==> src/rtl/vic_pkg.sv <==
package vic_pkg;
    localparam int N_EXT       = 8;
    localparam int N_INTL      = 12;
    localparam int N_SRC       = N_EXT + N_INTL;
    localparam int N_SLOT      = 16;
    localparam int N_PAIR      = 5;
    localparam int PAIR_STRIDE = 3;
    localparam int ALT_BASE    = N_SLOT - 1;
    localparam int N_ALT_PIN   = 2;
    localparam int ALT_LINE_A  = 0;
    localparam int ALT_LINE_B  = 4;
    localparam int SYNC_STAGES = 2;
    localparam int DW          = 32;
    localparam int AW          = 2;
    localparam int SLOT_W      = $clog2(N_SLOT);
    localparam int SRC_W       = $clog2(N_SRC);

    typedef enum logic [AW-1:0] {
        REG_REQ  = 2'd0,
        REG_EN   = 2'd1,
        REG_EDGE = 2'd2,
        REG_SEL  = 2'd3
    } reg_addr_e;

    typedef enum logic [1:0] {
        ARB_IDLE = 2'd0,
        ARB_HOLD = 2'd1,
        ARB_GAP  = 2'd2
    } arb_state_e;

    typedef struct packed {
        logic              brk;
        logic [SRC_W-1:0]  src;
        logic [SLOT_W-1:0] slot;
    } grant_t;

    // Pair number served by a slot, or -1 when the slot has one source
    function automatic int pair_index(int slot);
        if (slot >= 1 && ((slot - 1) % PAIR_STRIDE) == 0
            && ((slot - 1) / PAIR_STRIDE) < N_PAIR)
            return (slot - 1) / PAIR_STRIDE;
        return -1;
    endfunction

    // Index of the alternate pin feeding an external line, or -1
    function automatic int alt_pin_of(int line);
        if (line == ALT_LINE_A) return 0;
        if (line == ALT_LINE_B) return 1;
        return -1;
    endfunction
endpackage

==> src/rtl/vic_edge_det.sv <==
module vic_edge_det #(
    parameter int STAGES = 2
) (
    input  logic clk,
    input  logic rst,
    input  logic pin,
    input  logic falling,
    output logic evt
);
    logic [STAGES-1:0] sync_q;
    logic              prev_q;
    logic              lvl;

    // Polarity-adjusted level: an active edge is always a 0->1 change here
    assign lvl = sync_q[STAGES-1] ^ falling;
    assign evt = lvl & ~prev_q;

    always_ff @(posedge clk) begin
        if (rst) begin
            sync_q <= '0;
            prev_q <= 1'b0;
        end else begin
            sync_q <= {sync_q[STAGES-2:0], pin};
            prev_q <= lvl;
        end
    end
endmodule

==> src/rtl/vic_regs.sv <==
module vic_regs
    import vic_pkg::*;
#(
    parameter int NSRC  = N_SRC,
    parameter int NSLOT = N_SLOT,
    parameter int NEXT  = N_EXT,
    parameter int NPAIR = N_PAIR,
    parameter int DWID  = DW,
    parameter int SW    = SRC_W
) (
    input  logic            clk,
    input  logic            rst,
    input  logic            bus_we,
    input  logic [AW-1:0]   bus_addr,
    input  logic [DWID-1:0] bus_wdata,
    output logic [DWID-1:0] bus_rdata,
    input  logic [NSRC-1:0] src_evt,
    input  logic            clr_vld,
    input  logic [SW-1:0]   clr_src,
    output logic [NSRC-1:0] req_o,
    output logic [NSLOT-1:0] en_o,
    output logic [NEXT-1:0] falling_o,
    output logic            alt_pins_o,
    output logic [NPAIR-1:0] pair_sel_o
);
    logic [NSRC-1:0]  req_q;
    logic [NSLOT-1:0] en_q;
    logic [NEXT-1:0]  fall_q;
    logic             alt_q;
    logic [NPAIR-1:0] sel_q;
    logic [NSRC-1:0]  keep_mask;
    logic [NSRC-1:0]  ack_mask;
    reg_addr_e        addr;

    assign addr = reg_addr_e'(bus_addr);

    always_comb begin
        keep_mask = '1;
        if (bus_we && addr == REG_REQ)
            keep_mask = bus_wdata[NSRC-1:0];
        ack_mask = '0;
        if (clr_vld)
            ack_mask = NSRC'(1) << clr_src;
    end

    always_ff @(posedge clk) begin
        if (rst) begin
            req_q  <= '0;
            en_q   <= '0;
            fall_q <= '0;
            alt_q  <= 1'b0;
            sel_q  <= '0;
        end else begin
            // new events win over any clear in the same cycle
            req_q <= (req_q & keep_mask & ~ack_mask) | src_evt;
            if (bus_we) begin
                unique case (addr)
                    REG_EN:   en_q <= bus_wdata[NSLOT-1:0] & ~NSLOT'(1);
                    REG_EDGE: begin
                        fall_q <= bus_wdata[NEXT-1:0];
                        alt_q  <= bus_wdata[NEXT];
                    end
                    REG_SEL:  sel_q <= bus_wdata[NPAIR-1:0];
                    default:  ;
                endcase
            end
        end
    end

    always_comb begin
        bus_rdata = '0;
        unique case (addr)
            REG_REQ:  bus_rdata[NSRC-1:0] = req_q;
            REG_EN:   bus_rdata[NSLOT-1:0] = en_q;
            REG_EDGE: begin
                bus_rdata[NEXT-1:0] = fall_q;
                bus_rdata[NEXT]     = alt_q;
            end
            REG_SEL:  bus_rdata[NPAIR-1:0] = sel_q;
            default:  ;
        endcase
    end

    assign req_o      = req_q;
    assign en_o       = en_q;
    assign falling_o  = fall_q;
    assign alt_pins_o = alt_q;
    assign pair_sel_o = sel_q;
endmodule

==> src/rtl/vic_arb.sv <==
module vic_arb
    import vic_pkg::*;
#(
    parameter int NSRC  = N_SRC,
    parameter int NSLOT = N_SLOT,
    parameter int NPAIR = N_PAIR,
    parameter int ABASE = ALT_BASE
) (
    input  logic [NSRC-1:0]  req,
    input  logic [NSLOT-1:0] en,
    input  logic [NPAIR-1:0] pair_sel,
    input  logic             brk_pend,
    input  logic             iflag,
    output logic             any,
    output grant_t           win
);
    logic [SRC_W-1:0] slot_src [NSLOT];
    logic [NSLOT-1:0] elig;

    assign slot_src[0] = '0;
    assign elig[0]     = brk_pend;

    for (genvar s = 1; s < NSLOT; s++) begin : g_slot
        localparam int K = pair_index(s);
        if (K >= 0) begin : g_shared
            assign slot_src[s] = pair_sel[K] ? SRC_W'(ABASE + K) : SRC_W'(s - 1);
        end else begin : g_single
            assign slot_src[s] = SRC_W'(s - 1);
        end
        assign elig[s] = req[slot_src[s]] & en[s] & ~iflag;
    end

    always_comb begin
        any = 1'b0;
        win = '0;
        for (int s = 0; s < NSLOT; s++) begin
            if (!any && elig[s]) begin
                any      = 1'b1;
                win.slot = SLOT_W'(s);
                win.src  = slot_src[s];
                win.brk  = (s == 0);
            end
        end
    end
endmodule

==> src/rtl/vec_irq_ctrl.sv <==
module vec_irq_ctrl
    import vic_pkg::*;
(
    input  logic                 clk,
    input  logic                 rst,
    input  logic                 bus_we,
    input  logic [AW-1:0]        bus_addr,
    input  logic [DW-1:0]        bus_wdata,
    output logic [DW-1:0]        bus_rdata,
    input  logic [N_EXT-1:0]     ext_pin_i,
    input  logic [N_ALT_PIN-1:0] ext_alt_pin_i,
    input  logic [N_INTL-1:0]    int_evt_i,
    input  logic                 brk_i,
    input  logic                 iflag_i,
    input  logic                 ack_i,
    output logic                 irq_o,
    output logic [SLOT_W-1:0]    vec_o,
    output logic                 mask_set_o
);
    logic [N_EXT-1:0]  line_pin;
    logic [N_EXT-1:0]  ext_evt;
    logic [N_SRC-1:0]  src_evt;
    logic [N_SRC-1:0]  req_w;
    logic [N_SLOT-1:0] en_w;
    logic [N_EXT-1:0]  falling_w;
    logic              alt_pins_w;
    logic [N_PAIR-1:0] pair_sel_w;
    logic              any_w;
    grant_t            win_w;

    arb_state_e state_q;
    grant_t     grant_q;
    logic       irq_q;
    logic       mask_q;
    logic       brk_q;
    logic       acked;
    logic       clr_vld;

    for (genvar i = 0; i < N_EXT; i++) begin : g_line
        localparam int AP = alt_pin_of(i);
        if (AP >= 0) begin : g_alt
            assign line_pin[i] = alt_pins_w ? ext_alt_pin_i[AP] : ext_pin_i[i];
        end else begin : g_pri
            assign line_pin[i] = ext_pin_i[i];
        end
        vic_edge_det #(.STAGES(SYNC_STAGES)) u_edge (
            .clk     (clk),
            .rst     (rst),
            .pin     (line_pin[i]),
            .falling (falling_w[i]),
            .evt     (ext_evt[i])
        );
    end

    assign src_evt = {int_evt_i, ext_evt};

    assign acked   = (state_q == ARB_HOLD) && ack_i;
    assign clr_vld = acked && !grant_q.brk;

    vic_regs u_regs (
        .clk        (clk),
        .rst        (rst),
        .bus_we     (bus_we),
        .bus_addr   (bus_addr),
        .bus_wdata  (bus_wdata),
        .bus_rdata  (bus_rdata),
        .src_evt    (src_evt),
        .clr_vld    (clr_vld),
        .clr_src    (grant_q.src),
        .req_o      (req_w),
        .en_o       (en_w),
        .falling_o  (falling_w),
        .alt_pins_o (alt_pins_w),
        .pair_sel_o (pair_sel_w)
    );

    vic_arb u_arb (
        .req      (req_w),
        .en       (en_w),
        .pair_sel (pair_sel_w),
        .brk_pend (brk_q),
        .iflag    (iflag_i),
        .any      (any_w),
        .win      (win_w)
    );

    always_ff @(posedge clk) begin
        if (rst) begin
            state_q <= ARB_IDLE;
            grant_q <= '0;
            irq_q   <= 1'b0;
            mask_q  <= 1'b0;
            brk_q   <= 1'b0;
        end else begin
            mask_q <= 1'b0;
            if (brk_i)
                brk_q <= 1'b1;
            else if (acked && grant_q.brk)
                brk_q <= 1'b0;
            unique case (state_q)
                ARB_IDLE: if (any_w) begin
                    grant_q <= win_w;
                    irq_q   <= 1'b1;
                    state_q <= ARB_HOLD;
                end
                ARB_HOLD: if (ack_i) begin
                    irq_q   <= 1'b0;
                    mask_q  <= 1'b1;
                    state_q <= ARB_GAP;
                end
                default: state_q <= ARB_IDLE;
            endcase
        end
    end

    assign irq_o      = irq_q;
    assign vec_o      = grant_q.slot;
    assign mask_set_o = mask_q;
endmodule

==> config.mk <==
export PLATFORM = sky130hd
export DESIGN_NAME = vec_irq_ctrl
export DESIGN_NICKNAME = d
export VERILOG_FILES = /design/src/rtl/vic_pkg.sv /design/src/rtl/vic_edge_det.sv /design/src/rtl/vic_regs.sv /design/src/rtl/vic_arb.sv /design/src/rtl/vec_irq_ctrl.sv
export SDC_FILE = /design/constraint.sdc
export NUM_CORES = 1
export LEC_CHECK = 0
export BUFFER_PORTS_ARGS = -buffer_cell sky130_fd_sc_hd__buf_4
export CAP_MARGIN = 20
export CORE_ASPECT_RATIO = 1.5
export CORE_MARGIN = 2
export CORE_UTILIZATION = 50
export DETAILED_ROUTE_END_ITERATION = 10
export GPL_TIMING_DRIVEN = 0
export PLACE_DENSITY = 0.72
export SYNTH_ARGS = -nofsm -noshare
export SYNTH_HDL_FRONTEND = slang
export SYNTH_SLANG_ARGS = --single-unit
==> constraint.sdc <==
create_clock -name clk -period 4.6 [get_ports clk]
set_input_delay 0.92 -clock clk [delete_from_list [all_inputs] [get_ports clk]]
set_output_delay 0.92 -clock clk [all_outputs]
set_load 0.01 [all_outputs]
==> impl_metrics.ini <==
[synth]
synth.avg_cell_area_um2 = 8.390
synth_edf_count = 0
synth_top_area_share_pct = 41.25
ys.flop_type = dfxtp_1
syn_area_um2 = 4270
yosysTopAreaCell = dfxtp_1
synth.distinct_cells = 54
ys_ff_latch = 88
yosys-top-cells-count = dfxtp_1 (88), nand2_1 (73), nor2_1 (51), a21oi_1 (46), nor2b_1 (25)
synth.area.top_cells = dfxtp_1 (41%), nand2_1 (6.4%), a21oi_1 (5.4%), mux2i_1 (5.4%), nor2_1 (4.5%)
synth-async-reset-ratio_pct = 0
synth.most_common_cell = dfxtp_1
yosysSeqAreaShare_pct = 41.25
syn_inst = 509
ys_warn_count = 0

[cts]
cts_sinks = 88
hold_buffers = 0
clkSlewWorstSetupHoldPaths_ns = 0.06
numCtsBuffers = 9
cts_tree = done
post_cts_resized = 0
clock_path_buffers = 2
clock-root-buffer = clkbuf_16
clock_latency_ns = 0.34
post_cts_buffers = 0
htreeDepth = 3

[outcome]
outcome = complete, no violations

[sta]
clock.fmax_mhz = 281.7
hold_viol_final = 0
period_share_pct = 77.17
worst_slew_margin_rel_pct = 48.46
worst_pin_slew_ns = 0.7703
setup_viol = 0
maxSlewViolCount = 0
finalCriticalPeriod_ns = 3.550
rsz0062_at_grt = false
skew_ns = 0.003831
fin_tns_setup_ns = 0

[placed_design]
port_buffers = 74
place_area_um2 = 5001
dpl.hpwl_um = 10380
globalplace.congestion = 0.9650

[grt]
grt_pass1_vias = 3924
antenna_found_initial = 0
grt_overflow = 0
grtUsageTotal_pct = 29.66
grt_max_degree = 14
grt_pass1_wl_um = 20580

[floorplan]
die_w_um = 79.46
start_util_pct = 51.07
die-height_um = 117.2
io_pins = 100
die_area_um2 = 9311
row_count = 41
core-area_um2 = 8362

[routing]
final_antenna_net_count = 0
drt_wl_total_um = 13400
first_iter_violations = 381
firstDrtPassIters = 5
route.detailed.drc = 0
wl_per_cell_um = 18.69
vias = 4191
viasPerCell = 5.845

[worst_setup_path]
path_buf_inv = 4
critPathKind = input pin to output port
crit_chain = buf_4 > buf_1 > clkbuf_1 > mux2i_1 > nor2_1 > buf_4
cp.arrival_ns = 2.63
critPathMaxFanout = 10
cp-start-kind = input pin
max_stage_delay_ns = 0.56
crit_top_cell = buf_4
crit_slowest_cell = clkbuf_1
critPathCaptureType = output port
critical_path.top_delay_family = buffers and inverters
cp_data_required_time_ns = 3.68

[layout]
fillerInstances = 747
diodes = 0
area_growth_pct = 23.18
final_nets = 667
regArea_um2 = 1762
final_cell_area_um2 = 5260
multi_input_area_um2 = 2250
fin_util_pct = 62.91
drive_above_1_share_pct = 19.34

[pwr]
leakagePower_nw = 2.136
power_w = 0.001773
p_per_area_nw_per_um2 = 337.1
irDropWorstVdd_v = 0.0002777

[job]
cap_viol_max_count = 0

[worst_hold_path]
hold_path_class = flop to flop
-- worst register-to-register path: cells and delay by family, from the launching register on --
family,cells,cell delay [ns]
and+or+nand+nor,3,0.80
DFF,1,0.48
AOI/OAI and AO/OA,2,0.46
muxes,1,0.40
buffers and inverters,1,0.16
-- through the flow --
| step | hold slack, ns | std cells | setup WS [ns] |
|---|---|---|---|
| after CTS | 0.4102 | 717 | 1.065 |
| after global placement | 0.3980 | 701 | 1.071 |
| after detailed placement | 0.4018 | 701 | 1.060 |
| after global routing | 0.4293 | 717 | 0.9446 |
| after floorplan | 0.3956 | 520 | 1.620 |
| final | 0.4109 | 717 | 1.050 |
-- sequential cells by signal, summed over array words and instances, names as in the netlist, 2 cells and up --
signal                cells
g_line.u_edge.prev_q      8
u_regs.pair_sel_o         5
u_regs.falling_o          8
state_q                   2
g_line.u_edge.sync_q     16
u_regs.en_o              15
grant_q                   6
vec_o                     4
u_regs.req_o             20
-- layout by cell type, fill, tap and decap left out, types with 4 or more instances in the layout --
cell       count
mux2i_1       23
conb_1        12
o32ai_1        5
nand2b_1       4
buf_4         90
or2_2          4
o21ai_0       17
nor2b_1       25
o221ai_1      20
nand3b_1       5
nor2_1        51
and2_1         6
a311oi_1       5
a21oi_1       46
buf_1          7
nand2_1       73
inv_1         17
nand3_1        9
a211oi_1       5
o31ai_1        8
nor3_1         6
clkbuf_16      9
xnor2_1        8
dfxtp_1       88
clkbuf_1      22
-- per-layer routing --
| metal | vias up | part of all wire, % | GRT usage, % | wire [µm] |
|---|---|---|---|---|
| li1 | 1973 | - | - | - |
| met1 | 1973 | 37 | 32.51 | 4949 |
| met2 | 198 | 53 | 53.61 | 7081 |
| met3 | 47 | 5.8 | 4.601 | 776 |
| met4 | 0 | 4.4 | 17.47 | 592 |
| met5 | - | 0 | 0 | 0 |
-- cells by family after synthesis --
logic type / synth area share [%]
other cells: 0.08781
mux: 8.292
simple gates: 21.59
flops: 41.25
buf+inv: 7.032
compound gates: 20.10
xor+xnor: 1.641
-- layout make-up --
type	instances	share of cell area (%)
plain buffers	43	4.496
repair buffers	74	10.56
flip-flops and latches	88	33.49
clock inverters	3	0.3568
clock buffers	13	4.567
well taps	107	2.545
multi-input cells	372	42.77
inverters	17	1.213
-- report_power, final --
group	switching, W	leakage, nW	internal (W)	total [W]
logic	0.000147	1.29	0.000126	0.000272
clock network	0.000288	0.128	0.000366	0.000654
registers	0.0000403	0.723	0.000806	0.000847
-- path summary, 6_finish.rpt --
path / slack [ns] / endpoint / cells past startpoint / startpoint
min reg2reg: 0.41 / u_regs.req_o[7] / 1 / g_line[7].u_edge.prev_q
max reg2reg: 2.21 / vec_o[0] / 7 / u_regs.pair_sel_o[2]
max: 1.05 / bus_rdata[12] / 6 / bus_addr[0]
min: 0.41 / u_regs.req_o[7] / 1 / g_line[7].u_edge.prev_q
No activity file was read; power rests on OpenSTA's default activity.
